### config.mk
export PLATFORM = sky130hd
export DESIGN_NAME = flash_cmd_front
export DESIGN_NICKNAME = d
export VERILOG_FILES = /design/src/rtl/flash_front_pkg.sv /design/src/rtl/ffe_mode_reg.sv /design/src/rtl/ffe_tx_ser.sv /design/src/rtl/flash_cmd_front.sv
export SDC_FILE = /design/constraint.sdc
export NUM_CORES = 1
export LEC_CHECK = 0
export BUFFER_PORTS_ARGS = -buffer_cell sky130_fd_sc_hd__buf_2
export CAP_MARGIN = 20
export CORE_ASPECT_RATIO = 1.1
export CORE_MARGIN = 10
export CORE_UTILIZATION = 55
export CTS_BUF_LIST = sky130_fd_sc_hd__clkbuf_2
export CTS_CLUSTER_SIZE = 20
export DETAILED_ROUTE_END_ITERATION = 10
export PLACE_DENSITY = 0.76
export SKIP_CTS_REPAIR_TIMING = 1
export SYNTH_ARGS = -nofsm -noshare
export SYNTH_HDL_FRONTEND = slang
export SYNTH_SLANG_ARGS = --single-unit
### constraint.sdc
create_clock -name clk -period 4.24 [get_ports clk]
set_clock_uncertainty 0.1 [all_clocks]
set_input_delay 0.636 -clock clk [delete_from_list [all_inputs] [get_ports clk]]
set_output_delay 0.636 -clock clk [all_outputs]
set_load 0.03 [all_outputs]
### src/rtl/flash_front_pkg.sv
package flash_front_pkg;
  typedef enum logic [1:0] {PR_EXT = 2'd0, PR_DUAL = 2'd1, PR_QUAD = 2'd2} proto_t;
  typedef enum logic [2:0] {PH_OP, PH_ADDR, PH_WR, PH_RD, PH_VC, PH_IGN} phase_t;

  localparam logic [7:0] OP_RD1  = 8'h03;
  localparam logic [7:0] OP_RD2  = 8'h3B;
  localparam logic [7:0] OP_RD4  = 8'h6B;
  localparam logic [7:0] OP_PROG = 8'h02;
  localparam logic [7:0] OP_VCFG = 8'h61;

  function automatic logic [2:0] op_lanes(proto_t p);
    case (p)
      PR_EXT:  return 3'd1;
      PR_DUAL: return 3'd2;
      default: return 3'd4;
    endcase
  endfunction

  function automatic logic [2:0] body_lanes(proto_t p, logic [7:0] op);
    if (p != PR_EXT) return op_lanes(p);
    if (op == OP_RD2) return 3'd2;
    if (op == OP_RD4) return 3'd4;
    return 3'd1;
  endfunction

  function automatic logic op_known(proto_t p, logic [7:0] op);
    if (op == OP_RD1 || op == OP_PROG || op == OP_VCFG) return 1'b1;
    return (p == PR_EXT) && (op == OP_RD2 || op == OP_RD4);
  endfunction

  function automatic proto_t cfg_pick(logic quad_n, logic dual_n);
    if (!quad_n) return PR_QUAD;
    if (!dual_n) return PR_DUAL;
    return PR_EXT;
  endfunction
endpackage

### src/rtl/ffe_mode_reg.sv
module ffe_mode_reg
  import flash_front_pkg::*;
#(
  parameter int CFG_W       = 8,
  parameter int NV_DUAL_BIT = 2,
  parameter int NV_QUAD_BIT = 3,
  parameter int V_DUAL_BIT  = 6,
  parameter int V_QUAD_BIT  = 7
) (
  input  logic             clk,
  input  logic             rst,
  input  logic [CFG_W-1:0] nv_cfg,
  input  logic             upd,
  input  logic [CFG_W-1:0] vbyte,
  output proto_t           proto
);
  always_ff @(posedge clk) begin
    if (rst)
      proto <= cfg_pick(nv_cfg[NV_QUAD_BIT], nv_cfg[NV_DUAL_BIT]);
    else if (upd)
      proto <= cfg_pick(vbyte[V_QUAD_BIT], vbyte[V_DUAL_BIT]);
  end

  assert_proto_legal_R1: assert property (@(posedge clk) disable iff (rst)
    proto != 2'd3);
  assert_proto_hold_R2: assert property (@(posedge clk) disable iff (rst)
    !upd |=> $stable(proto));
endmodule

### src/rtl/ffe_tx_ser.sv
module ffe_tx_ser #(
  parameter int LANES  = 4,
  parameter int BYTE_W = 8,
  localparam int LW_W  = $clog2(BYTE_W + 1)
) (
  input  logic              clk,
  input  logic              rst,
  input  logic              active,
  input  logic              fall,
  input  logic [2:0]        lanes,
  input  logic [BYTE_W-1:0] rdata,
  output logic [LANES-1:0]  dq_out,
  output logic [LANES-1:0]  dq_oe,
  output logic              empty
);
  logic [BYTE_W-1:0] sh, src;
  logic [LW_W-1:0]   left;

  assign empty = (left == '0);
  assign src   = empty ? rdata : sh;

  always_ff @(posedge clk) begin
    if (rst || !active) begin
      sh     <= '0;
      left   <= '0;
      dq_out <= '0;
      dq_oe  <= '0;
    end else if (fall) begin
      left <= (empty ? LW_W'(BYTE_W) : left) - LW_W'(lanes);
      case (lanes)
        3'd1: begin
          dq_out <= LANES'(src[BYTE_W-1]);
          dq_oe  <= LANES'(1);
          sh     <= src << 1;
        end
        3'd2: begin
          dq_out <= LANES'(src[BYTE_W-1 -: 2]);
          dq_oe  <= LANES'(3);
          sh     <= src << 2;
        end
        default: begin
          dq_out <= LANES'(src[BYTE_W-1 -: 4]);
          dq_oe  <= LANES'(15);
          sh     <= src << 4;
        end
      endcase
    end
  end

  assert_oe_mask_R7: assert property (@(posedge clk) disable iff (rst)
    dq_oe == 0 || dq_oe == 1 || dq_oe == 3 || dq_oe == 15);
  assert_drive_after_fall_R7: assert property (@(posedge clk) disable iff (rst)
    (fall && active) |=> dq_oe != 0);
endmodule

### src/rtl/flash_cmd_front.sv
module flash_cmd_front
  import flash_front_pkg::*;
#(
  parameter int ADDR_W = 24,
  parameter int CFG_W  = 8,
  parameter int LANES  = 4,
  localparam int CNT_W = $clog2(ADDR_W + 1)
) (
  input  logic              clk,
  input  logic              rst,
  input  logic [CFG_W-1:0]  nv_cfg,
  input  logic              sck,
  input  logic              cs_n,
  input  logic [LANES-1:0]  dq_in,
  output logic [LANES-1:0]  dq_out,
  output logic [LANES-1:0]  dq_oe,
  output logic [1:0]        proto,
  output logic              op_valid,
  output logic [7:0]        cmd_op,
  output logic [ADDR_W-1:0] mem_addr,
  output logic              mem_re,
  input  logic [7:0]        mem_rdata,
  output logic              mem_we,
  output logic [7:0]        mem_wdata
);
  proto_t            cur;
  phase_t            ph;
  logic              sck_q, rise, fall, unit_done, tx_empty, upd, vhave;
  logic [2:0]        lw;
  logic [CNT_W-1:0]  cnt, cnt_nx, need;
  logic [ADDR_W-1:0] sh_in, nx, addr;
  logic [7:0]        op_q;
  logic [CFG_W-1:0]  vbyte;

  assign rise      = sck && !sck_q && !cs_n;
  assign fall      = !sck && sck_q && !cs_n;
  assign cnt_nx    = cnt + CNT_W'(lw);
  assign need      = (ph == PH_ADDR) ? CNT_W'(ADDR_W) : CNT_W'(8);
  assign unit_done = (cnt_nx == need);
  assign proto     = cur;

  always_comb begin
    case (lw)
      3'd1:    nx = {sh_in[ADDR_W-2:0], dq_in[0]};
      3'd2:    nx = {sh_in[ADDR_W-3:0], dq_in[1:0]};
      default: nx = {sh_in[ADDR_W-5:0], dq_in[3:0]};
    endcase
  end

  always_ff @(posedge clk) begin
    if (rst) begin
      sck_q <= 1'b0; ph <= PH_OP; cnt <= '0; lw <= 3'd1; sh_in <= '0;
      addr <= '0; op_q <= '0; vbyte <= '0; vhave <= 1'b0; upd <= 1'b0;
      op_valid <= 1'b0; cmd_op <= '0; mem_addr <= '0; mem_re <= 1'b0;
      mem_we <= 1'b0; mem_wdata <= '0;
    end else begin
      sck_q    <= sck;
      op_valid <= 1'b0;
      mem_we   <= 1'b0;
      mem_re   <= 1'b0;
      upd      <= 1'b0;
      if (cs_n) begin
        ph    <= PH_OP;
        cnt   <= '0;
        sh_in <= '0;
        lw    <= op_lanes(cur);
        upd   <= vhave;
        vhave <= 1'b0;
      end else if (rise) begin
        sh_in <= nx;
        cnt   <= unit_done ? '0 : cnt_nx;
        if (unit_done) begin
          case (ph)
            PH_OP: begin
              cmd_op <= nx[7:0];
              op_q   <= nx[7:0];
              if (op_known(cur, nx[7:0])) begin
                op_valid <= 1'b1;
                lw       <= body_lanes(cur, nx[7:0]);
                ph       <= (nx[7:0] == OP_VCFG) ? PH_VC : PH_ADDR;
              end else begin
                ph <= PH_IGN;
              end
            end
            PH_ADDR: begin
              addr <= nx;
              if (op_q == OP_PROG) ph <= PH_WR;
              else begin
                ph       <= PH_RD;
                mem_addr <= nx;
                mem_re   <= 1'b1;
              end
            end
            PH_WR: begin
              mem_we    <= 1'b1;
              mem_wdata <= nx[7:0];
              mem_addr  <= addr;
              addr      <= addr + 1'b1;
            end
            PH_VC: begin
              vbyte <= CFG_W'(nx[7:0]);
              vhave <= 1'b1;
              ph    <= PH_IGN;
            end
            default: ;
          endcase
        end
      end else if (fall && ph == PH_RD && tx_empty) begin
        addr     <= addr + 1'b1;
        mem_addr <= addr + 1'b1;
        mem_re   <= 1'b1;
      end
    end
  end

  ffe_mode_reg #(.CFG_W(CFG_W)) u_mode (
    .clk(clk), .rst(rst), .nv_cfg(nv_cfg), .upd(upd), .vbyte(vbyte), .proto(cur)
  );

  ffe_tx_ser #(.LANES(LANES), .BYTE_W(8)) u_tx (
    .clk(clk), .rst(rst), .active(!cs_n && ph == PH_RD), .fall(fall),
    .lanes(lw), .rdata(mem_rdata), .dq_out(dq_out), .dq_oe(dq_oe), .empty(tx_empty)
  );

  assert_we_pulse_R6: assert property (@(posedge clk) disable iff (rst)
    mem_we |=> !mem_we);
  assert_no_strobe_idle_R9: assert property (@(posedge clk) disable iff (rst)
    (cs_n && $past(cs_n)) |-> (!mem_we && !mem_re && !op_valid));
  assert_oe_idle_R10: assert property (@(posedge clk) disable iff (rst)
    (cs_n && $past(cs_n)) |-> dq_oe == 0);
  assert_op_pulse_R11: assert property (@(posedge clk) disable iff (rst)
    op_valid |=> !op_valid);
endmodule

==> flow_summary_export.csv <==
group,metric,value,unit
outcome,status,"finished clean",
place,port_buffer_count,70,
sta,slew_violations,0,
setup_path,cp-start-kind,"flop",
sta,timing_hold_violations_final,0,
global_route,grt_antenna_before_repair,0,
floorplanning,initial_utilization,56.51,%
synthesis,post_synth_inst_count,857,
sta,post-route-period-util,84.74,%
pwr,power,2337,uW
synthesis,synth.area.top_cells,"sky130_fd_sc_hd__dfxtp_1 36%, sky130_fd_sc_hd__nor2_1 7.9%, sky130_fd_sc_hd__a21oi_1 6.6%",
drt,vias_per_cell,6.281,
clocking,h_tree_levels,4,
setup_path,crit_path_frequent_cell,"sky130_fd_sc_hd__o21ai_0",
sta,hold_ws,0.09195,ns
hold_path,min_to,"u_mode.proto[1]$_DFFE_PP_",
hold_path,hold_path_class,"in -> reg",
synthesis,ys_top_cells_by_count,"143 x sky130_fd_sc_hd__nor2_1, 124 x sky130_fd_sc_hd__dfxtp_1, 90 x sky130_fd_sc_hd__a21oi_1, 66 x sky130_fd_sc_hd__nand2_1, 60 x sky130_fd_sc_hd__clkbuf_1",
floorplanning,floorplan.die.height,136.9,um
clocking,insertion_delay,0.75,ns
synthesis,sequential_fraction_of_the_synthesis_area,37.22,%
floorplanning,placement_rows,42,
drt,wl_per_cell,17.51,um
synthesis,postSynthRegisterBits,126,
setup_path,critical_path.reg2reg.endpoint,"addr[8]$_SDFFE_PP0P_",
setup_path,crit-reg2reg-launch,"lw[2]$_SDFFE_PP0P_",
synthesis,synth_most_common_cell,"sky130_fd_sc_hd__nor2_1",
sta,timing.fmax,0.2783,GHz
floorplanning,floorplan.io_pins,77,
sta,finalCriticalPeriod,3.593,ns
synthesis,synth.yosys.warnings,0,
sta,worstMarginPinSlew,1.065,ns
cells_and_area,antenna-diode-count,0,
drt,ant_nets,0,
setup_path,worstRegToRegCells,9,
sta,setup_tns,0,ns
sta,unrepaired_setup_endpoints_after_global_routing,"no",
floorplanning,fp.dieArea,0.01728,sq mm
clocking,cts_tree,"yes",
sta,setup_violations,0,
pwr,power.ir.vdd_worst,0.0002084,V
setup_path,timing.setup.critical_path_class,"reg -> reg",
synthesis,syn_area_per_cell,7.970,sq um
synthesis,ys_dominant_reg_cell,"sky130_fd_sc_hd__dfxtp_1",
synthesis,postSynthNetCount,890,
clocking,max-clock-path-buffers,2,
global_route,grt_first_pass_wirelength,30300,um
pwr,power.leakage,0.002973,uW
setup_path,crit_path_max_fanout,27,
drt,detailedRoute.firstPassIterationCount,6,
synthesis,synth_enable_flop_cells,2,
setup_path,rrSetupSlack,0.65,ns
synthesis,yosys.area.top_type_share,36.34,%
cells_and_area,postLayoutCellArea,0.007555,sq mm
setup_path,cp.arrival,4.18,ns
clocking,clkTransAtPathRegs,0.19,ns
global_route,number_of_global_route_vias_before_repair,6266,
synthesis,yosys.area.top_type,"sky130_fd_sc_hd__dfxtp_1",
setup_path,timing.critical_path.cells,"ha_1 > nor2b_1 > o21ai_0 > xnor3_1 > nand3_1 > a21o_1 > buf_4 > o21ai_0 > a21oi_1",
hold_path,holdPathStages,2,
global_route,grt_overflow_total,0,
setup_path,timing.critical_path.required,4.83,ns
sta,max-slew-margin-rel,29.02,%
clocking,cts-buffers-inserted,17,
synthesis,synthDistinctLibCells,67,
floorplanning,core_area,0.01209,sq mm
setup_path,cell_with_the_largest_stage_delay_on_the_worst_path,"sky130_fd_sc_hd__dfxtp_1",
place,numPlacedInstances,1032,
drt,drt_drc_violations_left,0,
hold_path,min_from,"nv_cfg[3]",
cells_and_area,flow.area_growth_from_synthesis,10.61,%
floorplanning,die_width,126.3,um
drt,via_count,6683,
synthesis,netlist_area_before_placement,0.006830,sq mm
global_route,grt_start_max_net_pins,87,
run,drv.max_cap_violation_count,0,
place,place.detailed.hpwl,12940,um
cells_and_area,drive_above_1_share,15.16,%
cells_and_area,final_cell_count_no_fill,1064,
pwr,power.density,309.3,mW/mm^2
drt,route.final.wire_length,18640,um
synthesis,async_flop_share,0,%
place,detailed_place.area,0.007267,sq mm
drt,detailedRoute.firstIterationViolations,500,
setup_path,crit_path_end_kind,"flop",
clocking,clkSinkCount,126,
clocking,cts_root_buffer,"sky130_fd_sc_hd__clkbuf_2",
place,finalWeightedCongestion,0.9198,
cells_and_area,nets,930,
global_route,track_usage,20.94,%
setup_path,critPathMaxStageDelay,0.70,ns
==> cells in the final DEF, fill, tap and decap left out, types with 11 or more instances in the layout <==
cell type                  count
sky130_fd_sc_hd__nor2_1      142
sky130_fd_sc_hd__dfxtp_1     124
sky130_fd_sc_hd__a21oi_1      90
sky130_fd_sc_hd__buf_2        70
sky130_fd_sc_hd__nand2_1      66
sky130_fd_sc_hd__mux2i_1      42
sky130_fd_sc_hd__a211oi_1     32
sky130_fd_sc_hd__o21ai_0      30
sky130_fd_sc_hd__nand2b_1     20
sky130_fd_sc_hd__nor3_1       19
sky130_fd_sc_hd__clkbuf_2     18
sky130_fd_sc_hd__buf_4        18
sky130_fd_sc_hd__nand3_1      15
sky130_fd_sc_hd__a22o_1       14
sky130_fd_sc_hd__o32ai_1      13
sky130_fd_sc_hd__inv_1        11
sky130_fd_sc_hd__a21o_1       11
sky130_fd_sc_hd__a221o_1      11
==> flip-flops by register name, indices dropped and copies added, names as in the netlist, 2 cells and up <==
signal	flops
op_q	8
cnt	5
u_tx.dq_out	4
u_tx.left	4
u_mode.proto	2
sh_in	23
addr	24
ph	3
vbyte	2
lw	3
u_tx.sh	7
mem_wdata	8
u_tx.dq_oe	3
mem_addr	24
==> worst max-delay path: cells and delay by family, from the launching register on <==
family                     cells  cell delay (ns)
and+or+nand+nor                2             0.45
AOI/OAI and AO/OA              4             1.18
adders and majority gates      1             0.36
DFF                            1             0.70
xor gates and xnor gates       1             0.36
buffers and inverters          1             0.38
==> through the flow <==
| step | utilization, % | setup WS [ns] |
|---|---|---|
| 5_1_grt | 62.51 | 0.4283 |
| 6_report | 62.51 | 0.6471 |
| 4_1_cts | 62.51 | 0.7277 |
| 3_3_place_gp | 60.12 | 0.8621 |
| 3_5_place_dp | 60.12 | 0.7889 |
| 2_1_floorplan | - | 0.8615 |
==> worst max-delay path by stage <==
stage / from / to / slack, ns / depth (start not counted)
2_1_floorplan: lw[1]$_SDFFE_PP0P_ / mem_addr[0]$_SDFFE_PP0P_ / 0.86 / 12
3_3_place_gp: lw[2]$_SDFFE_PP0P_ / addr[4]$_SDFFE_PP0P_ / 0.86 / 9
3_5_place_dp: lw[2]$_SDFFE_PP0P_ / addr[4]$_SDFFE_PP0P_ / 0.79 / 9
4_1_cts: lw[2]$_SDFFE_PP0P_ / addr[4]$_SDFFE_PP0P_ / 0.73 / 9
5_1_grt: lw[2]$_SDFFE_PP0P_ / addr[4]$_SDFFE_PP0P_ / 0.43 / 9
6_report: lw[2]$_SDFFE_PP0P_ / addr[8]$_SDFFE_PP0P_ / 0.65 / 9
==> routing by layer <==
| layer | vias to the layer above | wire, um | GRT usage [%] |
|---|---|---|---|
| met2 | 274 | 8847 | 34.62 |
| met3 | 36 | 1513 | 6.076 |
| li1 | 3197 | - | - |
| met5 | - | 0 | 0 |
| met4 | 0 | 323 | 8.354 |
| met1 | 3176 | 7951 | 25.10 |
==> power breakdown <==
group	switching, uW	internal (uW)	leakage (uW)
Sequential	12.6	1200	0.00102
Combinational	149	73.5	0.00179
Clock	463	439	0.000162
Total	625	1710	0.00297
==> logic make-up after synthesis <==
kind of cell / count (synthesis) / synth area share, %
and+or+nand+nor: 343 / 24.25
AOI/OAI and AO/OA: 250 / 24.44
DFF: 126 / 37.22
buffers and inverters: 78 / 4.634
muxes: 44 / 6.485
xor gates and xnor gates: 7 / 1.099
adders and majority gates: 9 / 1.868
==> final cells by class <==
| cell class | count | area (sq um) |
|---|---|---|
| clock buffer | 18 | 90.09 |
| clock inverter | 14 | 197.7 |
| inverter | 11 | 41.29 |
| sequential | 126 | 2542 |
| tap | 154 | 192.7 |
| multi-input combinational | 653 | 4005 |
| timing repair buffer | 88 | 485.5 |
| fill | 1079 | 4532 |
No activity file was read; power rests on OpenSTA's default activity.
